$ cat config.mk
export PLATFORM = sky130hd
export DESIGN_NAME = load_return_seq
export DESIGN_NICKNAME = d
export VERILOG_FILES = /design/src/rtl/lrs_pkg.sv /design/src/rtl/lrs_format.sv /design/src/rtl/lrs_mode_fsm.sv /design/src/rtl/lrs_queue.sv /design/src/rtl/load_return_seq.sv
export SDC_FILE = /design/constraint.sdc
export NUM_CORES = 1
export LEC_CHECK = 0
export ABC_AREA = 1
export BUFFER_PORTS_ARGS = -buffer_cell sky130_fd_sc_hd__buf_2
export CAP_MARGIN = 5
export CORE_MARGIN = 4
export CORE_UTILIZATION = 50
export CTS_BUF_LIST = sky130_fd_sc_hd__clkbuf_8 sky130_fd_sc_hd__clkbuf_16
export DETAILED_ROUTE_END_ITERATION = 10
export GPL_ROUTABILITY_DRIVEN = 0
export PLACE_DENSITY_LB_ADDON = 0.15
export SLEW_MARGIN = 20
export SYNTH_ARGS = -nofsm -noshare
export SYNTH_HDL_FRONTEND = slang
export SYNTH_SLANG_ARGS = --single-unit
$ cat constraint.sdc
create_clock -name clk -period 9.92 [get_ports clk]
set_input_delay 0.992 -clock clk [delete_from_list [all_inputs] [get_ports clk]]
set_output_delay 0.992 -clock clk [all_outputs]
set_load 0.02 [all_outputs]
$ cat src/rtl/lrs_pkg.sv
package lrs_pkg;

    localparam int unsigned LINE_W = 64;

    typedef enum logic [1:0] {
        SZ_BYTE  = 2'd0,
        SZ_HALF  = 2'd1,
        SZ_WORD  = 2'd2,
        SZ_DWORD = 2'd3
    } ld_size_e;

    typedef enum logic {
        MODE_NORMAL  = 1'b0,
        MODE_DELAYED = 1'b1
    } ret_mode_e;

    // signed access narrower than a doubleword: needs the slow return slot
    function automatic logic narrow_signed(input logic [1:0] sz, input logic sg);
        return sg && (sz != SZ_DWORD);
    endfunction

endpackage

$ cat src/rtl/lrs_format.sv
module lrs_format
    import lrs_pkg::*;
(
    input  logic [1:0]        size,
    input  logic              sgn,
    input  logic [2:0]        addr,
    input  logic [LINE_W-1:0] line,
    output logic              misaligned,
    output logic [LINE_W-1:0] result
);

    logic [3:0]        nbytes;
    logic [3:0]        span;
    logic [6:0]        shamt;
    logic [LINE_W-1:0] field;

    always_comb begin
        nbytes     = 4'd1 << size;
        misaligned = (({1'b0, addr}) & (nbytes - 4'd1)) != 4'd0;
        // bytes to the right of the field in big-endian lane order
        span       = 4'd8 - {1'b0, addr} - nbytes;
        shamt      = {span, 3'b000};
        field      = line >> shamt;
    end

    always_comb begin
        unique case (ld_size_e'(size))
            SZ_BYTE:  result = sgn ? {{(LINE_W-8){field[7]}},   field[7:0]}
                                   : {{(LINE_W-8){1'b0}},       field[7:0]};
            SZ_HALF:  result = sgn ? {{(LINE_W-16){field[15]}}, field[15:0]}
                                   : {{(LINE_W-16){1'b0}},      field[15:0]};
            SZ_WORD:  result = sgn ? {{(LINE_W-32){field[31]}}, field[31:0]}
                                   : {{(LINE_W-32){1'b0}},      field[31:0]};
            SZ_DWORD: result = line;
            default:  result = line;
        endcase
    end

endmodule

$ cat src/rtl/lrs_mode_fsm.sv
module lrs_mode_fsm
    import lrs_pkg::*;
(
    input  logic clk,
    input  logic rst,
    input  logic accept,
    input  logic slow,
    output logic delayed
);

    ret_mode_e state_q, state_d;

    always_ff @(posedge clk) begin
        if (rst) state_q <= MODE_NORMAL;
        else     state_q <= state_d;
    end

    always_comb begin
        state_d = state_q;
        unique case (state_q)
            MODE_NORMAL:  state_d = (accept && slow) ? MODE_DELAYED : MODE_NORMAL;
            MODE_DELAYED: state_d = accept ? MODE_DELAYED : MODE_NORMAL;
            default:      state_d = MODE_NORMAL;
        endcase
    end

    always_comb begin
        delayed = (state_q == MODE_DELAYED);
    end

    AST_GAP_CLEARS_MODE: assert property (@(posedge clk) disable iff (rst)
        !accept |=> !delayed);

    AST_CHAIN_KEEPS_MODE: assert property (@(posedge clk) disable iff (rst)
        (delayed && accept) |=> delayed);

endmodule

$ cat src/rtl/lrs_queue.sv
module lrs_queue
    import lrs_pkg::*;
#(
    parameter int DEPTH = 8,
    parameter int TAG_W = 5,
    parameter int CNT_W = 4
) (
    input  logic              clk,
    input  logic              rst,
    input  logic              push,
    input  logic [TAG_W-1:0]  push_tag,
    input  logic [LINE_W-1:0] push_data,
    input  logic [CNT_W-1:0]  push_wait,
    output logic              full,
    output logic              wb_valid,
    output logic [TAG_W-1:0]  wb_tag,
    output logic [LINE_W-1:0] wb_data
);

    localparam int IDX_W = (DEPTH > 1) ? $clog2(DEPTH) : 1;
    localparam int OCC_W = $clog2(DEPTH + 1);

    logic [TAG_W-1:0]  tag_q  [DEPTH];
    logic [LINE_W-1:0] data_q [DEPTH];
    logic [CNT_W-1:0]  wait_v [DEPTH];
    logic [IDX_W-1:0]  head_q, tail_q;
    logic [OCC_W-1:0]  occ_q;
    logic              pop;

    function automatic logic [IDX_W-1:0] bump(input logic [IDX_W-1:0] p);
        return (p == IDX_W'(DEPTH - 1)) ? '0 : p + IDX_W'(1);
    endfunction

    assign full = (occ_q == OCC_W'(DEPTH));
    assign pop  = (occ_q != '0) && (wait_v[head_q] == '0);

    // per-slot countdown to the due cycle
    for (genvar i = 0; i < DEPTH; i++) begin : g_slot
        logic [CNT_W-1:0] wait_r;
        always_ff @(posedge clk) begin
            if (rst)                                 wait_r <= '0;
            else if (push && tail_q == IDX_W'(i))    wait_r <= push_wait;
            else if (wait_r != '0)                   wait_r <= wait_r - CNT_W'(1);
        end
        assign wait_v[i] = wait_r;
    end

    always_ff @(posedge clk) begin
        if (push) begin
            tag_q[tail_q]  <= push_tag;
            data_q[tail_q] <= push_data;
        end
    end

    always_ff @(posedge clk) begin
        if (rst) begin
            head_q <= '0;
            tail_q <= '0;
            occ_q  <= '0;
        end else begin
            if (push) tail_q <= bump(tail_q);
            if (pop)  head_q <= bump(head_q);
            occ_q <= occ_q + OCC_W'(push) - OCC_W'(pop);
        end
    end

    always_ff @(posedge clk) begin
        if (rst) begin
            wb_valid <= 1'b0;
            wb_tag   <= '0;
            wb_data  <= '0;
        end else begin
            wb_valid <= pop;
            if (pop) begin
                wb_tag  <= tag_q[head_q];
                wb_data <= data_q[head_q];
            end
        end
    end

    AST_NO_OVERFLOW: assert property (@(posedge clk) disable iff (rst)
        push |-> (occ_q < OCC_W'(DEPTH)));

    AST_HEAD_NOT_EARLY: assert property (@(posedge clk) disable iff (rst)
        (occ_q != '0 && wait_v[head_q] != '0) |=> !wb_valid);

endmodule

$ cat src/rtl/load_return_seq.sv
module load_return_seq
    import lrs_pkg::*;
#(
    parameter int TAG_W        = 5,
    parameter int DEPTH        = 8,
    parameter int MISS_PENALTY = 8
) (
    input  logic              clk,
    input  logic              rst,
    input  logic              ld_valid,
    output logic              ld_ready,
    input  logic [1:0]        ld_size,
    input  logic              ld_signed,
    input  logic [2:0]        ld_addr,
    input  logic [TAG_W-1:0]  ld_tag,
    input  logic              ld_hit,
    input  logic [LINE_W-1:0] ld_line,
    output logic              wb_valid,
    output logic [TAG_W-1:0]  wb_tag,
    output logic [LINE_W-1:0] wb_data,
    output logic              trap_valid,
    output logic [TAG_W-1:0]  trap_tag
);

    // countdown holds (latency - 2): at most 1 + MISS_PENALTY
    localparam int CNT_W = $clog2(MISS_PENALTY + 2);

    logic              misaligned;
    logic [LINE_W-1:0] fmt_data;
    logic              q_full;
    logic              issue, accept, slow, delayed;
    logic [CNT_W-1:0]  wait_init;

    lrs_format u_fmt (
        .size       (ld_size),
        .sgn        (ld_signed),
        .addr       (ld_addr),
        .line       (ld_line),
        .misaligned (misaligned),
        .result     (fmt_data)
    );

    assign ld_ready = !q_full;
    assign issue    = ld_valid && ld_ready;
    assign accept   = issue && !misaligned;
    assign slow     = narrow_signed(ld_size, ld_signed);

    lrs_mode_fsm u_mode (
        .clk     (clk),
        .rst     (rst),
        .accept  (accept),
        .slow    (slow),
        .delayed (delayed)
    );

    always_comb begin
        wait_init = (slow || delayed) ? CNT_W'(1) : CNT_W'(0);
        if (!ld_hit) wait_init = wait_init + CNT_W'(MISS_PENALTY);
    end

    lrs_queue #(
        .DEPTH (DEPTH),
        .TAG_W (TAG_W),
        .CNT_W (CNT_W)
    ) u_q (
        .clk       (clk),
        .rst       (rst),
        .push      (accept),
        .push_tag  (ld_tag),
        .push_data (fmt_data),
        .push_wait (wait_init),
        .full      (q_full),
        .wb_valid  (wb_valid),
        .wb_tag    (wb_tag),
        .wb_data   (wb_data)
    );

    always_ff @(posedge clk) begin
        if (rst) begin
            trap_valid <= 1'b0;
            trap_tag   <= '0;
        end else begin
            trap_valid <= issue && misaligned;
            if (issue && misaligned) trap_tag <= ld_tag;
        end
    end

    AST_TRAP_NEXT: assert property (@(posedge clk) disable iff (rst)
        (issue && misaligned) |=> (trap_valid && trap_tag == $past(ld_tag)));

    AST_SLOW_ENTERS_DELAY: assert property (@(posedge clk) disable iff (rst)
        (accept && slow) |=> delayed);

    AST_FULL_REFUSES: assert property (@(posedge clk) disable iff (rst)
        (ld_valid && !ld_ready) |=> !trap_valid);

endmodule

==> run_results.csv <==
group,metric,value,unit
die,start_util,50.9,%
setup_path,crit_fanout,56,
status,status,"finished clean",
clock_tree,clk_pin_slew,60,ps
finish,final_common_cell,"nand2_1",
placement,io_buffers,155,
clock_tree,tritoncts,"done",
setup_path,reg2reg_from,"u_q.head_q[0]$_SDFFE_PP0P_",
clock_tree,numCtsBuffers,71,
synth,synth-edff-count,552,
setup_path,cp.required,10280,ps
setup_path,critical_path_class,"input pin to flip-flop",
synth,seq_area_frac_synth,64.0,%
timing,fin_crit,4690,ps
grt,grt_pass1_vias,20689,
synth,synth-async-reset-ratio,0,%
route,drt_wl_total,78.3,mm
hold_path,hold_class,"flip-flop to flip-flop",
synth,postSynthNetCount,3164,
grt,grt_pass1_wl,120,mm
die,die_w,251,um
route,firstDrtPassIters,7,
die,pin_count,156,
timing,worst_pin_slew,1110,ps
die,rows,88,
synth,synth_ff_type,"edfxtp_1",
setup_path,regToRegEndpoint,"u_q.occ_q[2]$_SDFF_PP0_",
setup_path,crit_path_end_kind,"flip-flop",
power,irDropWorstVdd,0.225,mV
die,fp.coreArea,58100,um2
setup_path,cpMostUsedCell,"inv_1",
clock_tree,clockBufferDepth,3,
timing,finalHoldViolations,0,
run,maxCapViolCount,0,
synth,ys_types,43,
clock_tree,hold_buffers,0,
grt,track_usage,24.2,%
setup_path,cp-start-kind,"input pin",
grt,grt_max_degree,106,
synth,syn_inst,3048,
hold_path,hold_start,"u_q.wb_data[49]$_SDFFE_PP0P_",
grt,antenna_found_initial,1,
finish,area_growth,11.9,%
route,drt_iter0_drc,2063,
setup_path,slowest_stage,"nand3_4",
synth,syn_avg_cell_area,9.72,um2
setup_path,critPathTopFamily,"simple AND/OR/NAND/NOR gates",
timing,setup_tns,0,ps
synth,syn_area,29600,um2
die,die_area,63200,um2
finish,drive_gt1_share,9.97,%
route,antenna_left,0,
synth,yosys_warnings,0,
timing,setup_viol,0,
clock_tree,cts_setup_buffers,0,
power,p_leak,13.6,nW
synth,synth-seq-cells,671,
setup_path,r2r_cells,14,
clock_tree,clock_latency,600,ps
setup_path,crit_cells,13,
hold_path,hold_depth,4,
route,routedWlPerCell,19.8,um
route,vias,22026,
setup_path,max_stage_delay,760,ps
setup_path,crit_arrival,5050,ps
grt,gr-total-overflow,0,
finish,finalNonFillerCells,3945,
route,drc,0,
timing,fin_crit_sh,47.3,%
timing,slew_headroom,25.7,%
clock_tree,cts_root_buf,"clkbuf_16",
setup_path,path_cells,"buf_2 > nor2_1 > inv_1 > ha_1 > ha_1 > inv_1 > fa_1 > buf_4 > inv_1 > nand2_1 > o21ai_1 > nand3_4 > nand3_1",
route,routed_via_density,5.58,
clock_tree,cts_resized,0,
timing,fin_skew,12.3,ps
clock_tree,htree_levels,3,
timing,fmax,213,MHz
clock_tree,cts_sinks,671,
timing,rsz0062_at_grt,"false",
power,power_density,264,nW/um2
setup_path,crit_buf_inv,5,
timing,drv_slew,0,
placement,hpwl,45.6,mm
placement,dp.cells,3814,
finish,layout.nets,3239,
die,die_h,251,um
hold_path,hold_end,"u_q.wb_data[49]$_SDFFE_PP0P_",
finish,n_antenna_cell,0,
setup_path,reg2reg_slack,5570,ps
finish,layout_common_cells,"nand2_1 (990), edfxtp_1 (552), nand3_1 (477)",
## worst min-delay path, cell delays in order, from the launching register on
cell and delay [ps]:
dfxtp_1 300, inv_1 40, nand2_1 40, nand2_1 50
nor2_1 30
## cell families after synthesis
logic type                 count (synthesis)  share of synthesized area [%]
xor gates and xnor gates                  13                          0.384
AOI/OAI and AO/OA                        189                           3.56
buffers and inverters                    362                           5.25
DFF                                      671                           64.0
muxes                                      1                         0.0338
and+or+nand+nor                         1775                           25.1
adders and majority gates                 37                           1.61
## synthesized netlist by cell type (13+ instances only)
library cell / n / area share, %
nand3_1: 479 / 8.1
o21ai_0: 104 / 1.8
dfxtp_1: 119 / 8.0
buf_1: 22 / 0.28
a21oi_1: 36 / 0.61
nand4_1: 47 / 0.99
edfxtp_1: 552 / 56
buf_2: 73 / 1.2
clkbuf_1: 73 / 0.93
xor2_1: 13 / 0.38
ha_1: 35 / 1.5
nand2_1: 990 / 13
inv_1: 166 / 2.1
nor2_1: 240 / 3.0
## power by group
group | switching, mW | leakage [nW] | internal, mW
clock network | 1.05 | 1.21 | 1.54
registers | 0.149 | 6.03 | 3.35
logic | 1.87 | 6.36 | 0.798
total | 3.07 | 13.6 | 5.68
## per-layer routing
metal / global-route usage [%] / up-vias / wire length (um)
met2: 38.2 / 960 / 35800
li1: - / 10433 / -
met1: 34.8 / 10470 / 33600
met5: 0 / - / 7
met3: 4.77 / 161 / 7000
met4: 6.56 / 2 / 1870
## final cells by class
type | count | area [um2]
Clock buffer | 81 | 1960
Fill cell | 5042 | 25000
Clock inverter | 49 | 339
Sequential cell | 671 | 19000
Multi-Input combinational cell | 2015 | 9190
Timing Repair Buffer | 188 | 1050
Tap cell | 765 | 957
Inverter | 176 | 674
## through the flow
step                power, mW  setup WS [ps]  cell area, um2  util [%]  hold WS (ps)
global placement         6.16           4830           30800      53.0           487
floorplan                5.52           4570           29600         -           470
detailed placement       6.24           4760           30800      53.0           496
global route             9.30           5090           33100      57.0           533
finish                   8.75           5230           33100      57.0           504
CTS                      8.83           5390           33100      56.9           507
## worst max-delay path by stage
stage                          start                     endpoint
after floorplan           ld_size[1]   u_q.data_q[0][0]$_DFFE_PP_
after global placement    ld_size[0]  u_q.data_q[5][14]$_DFFE_PP_
after detailed placement  ld_size[1]  u_q.data_q[2][18]$_DFFE_PP_
after CTS                 ld_size[1]  u_q.data_q[2][18]$_DFFE_PP_
after global routing      ld_size[0]  u_q.data_q[3][21]$_DFFE_PP_
final                     ld_size[1]  u_q.data_q[3][18]$_DFFE_PP_
## registers in the layout, indices dropped and copies added (netlist names)
signal             flops
u_q.data_q           512
u_q.wb_data           64
u_q.tag_q             40
u_q.g_slot.wait_r     32
trap_tag               5
u_q.wb_tag             5
u_q.occ_q              4
u_q.head_q             3
u_q.tail_q             3
trap_valid             1
u_mode.delayed         1
u_q.wb_valid           1
No activity file was read; power rests on OpenSTA's default activity.
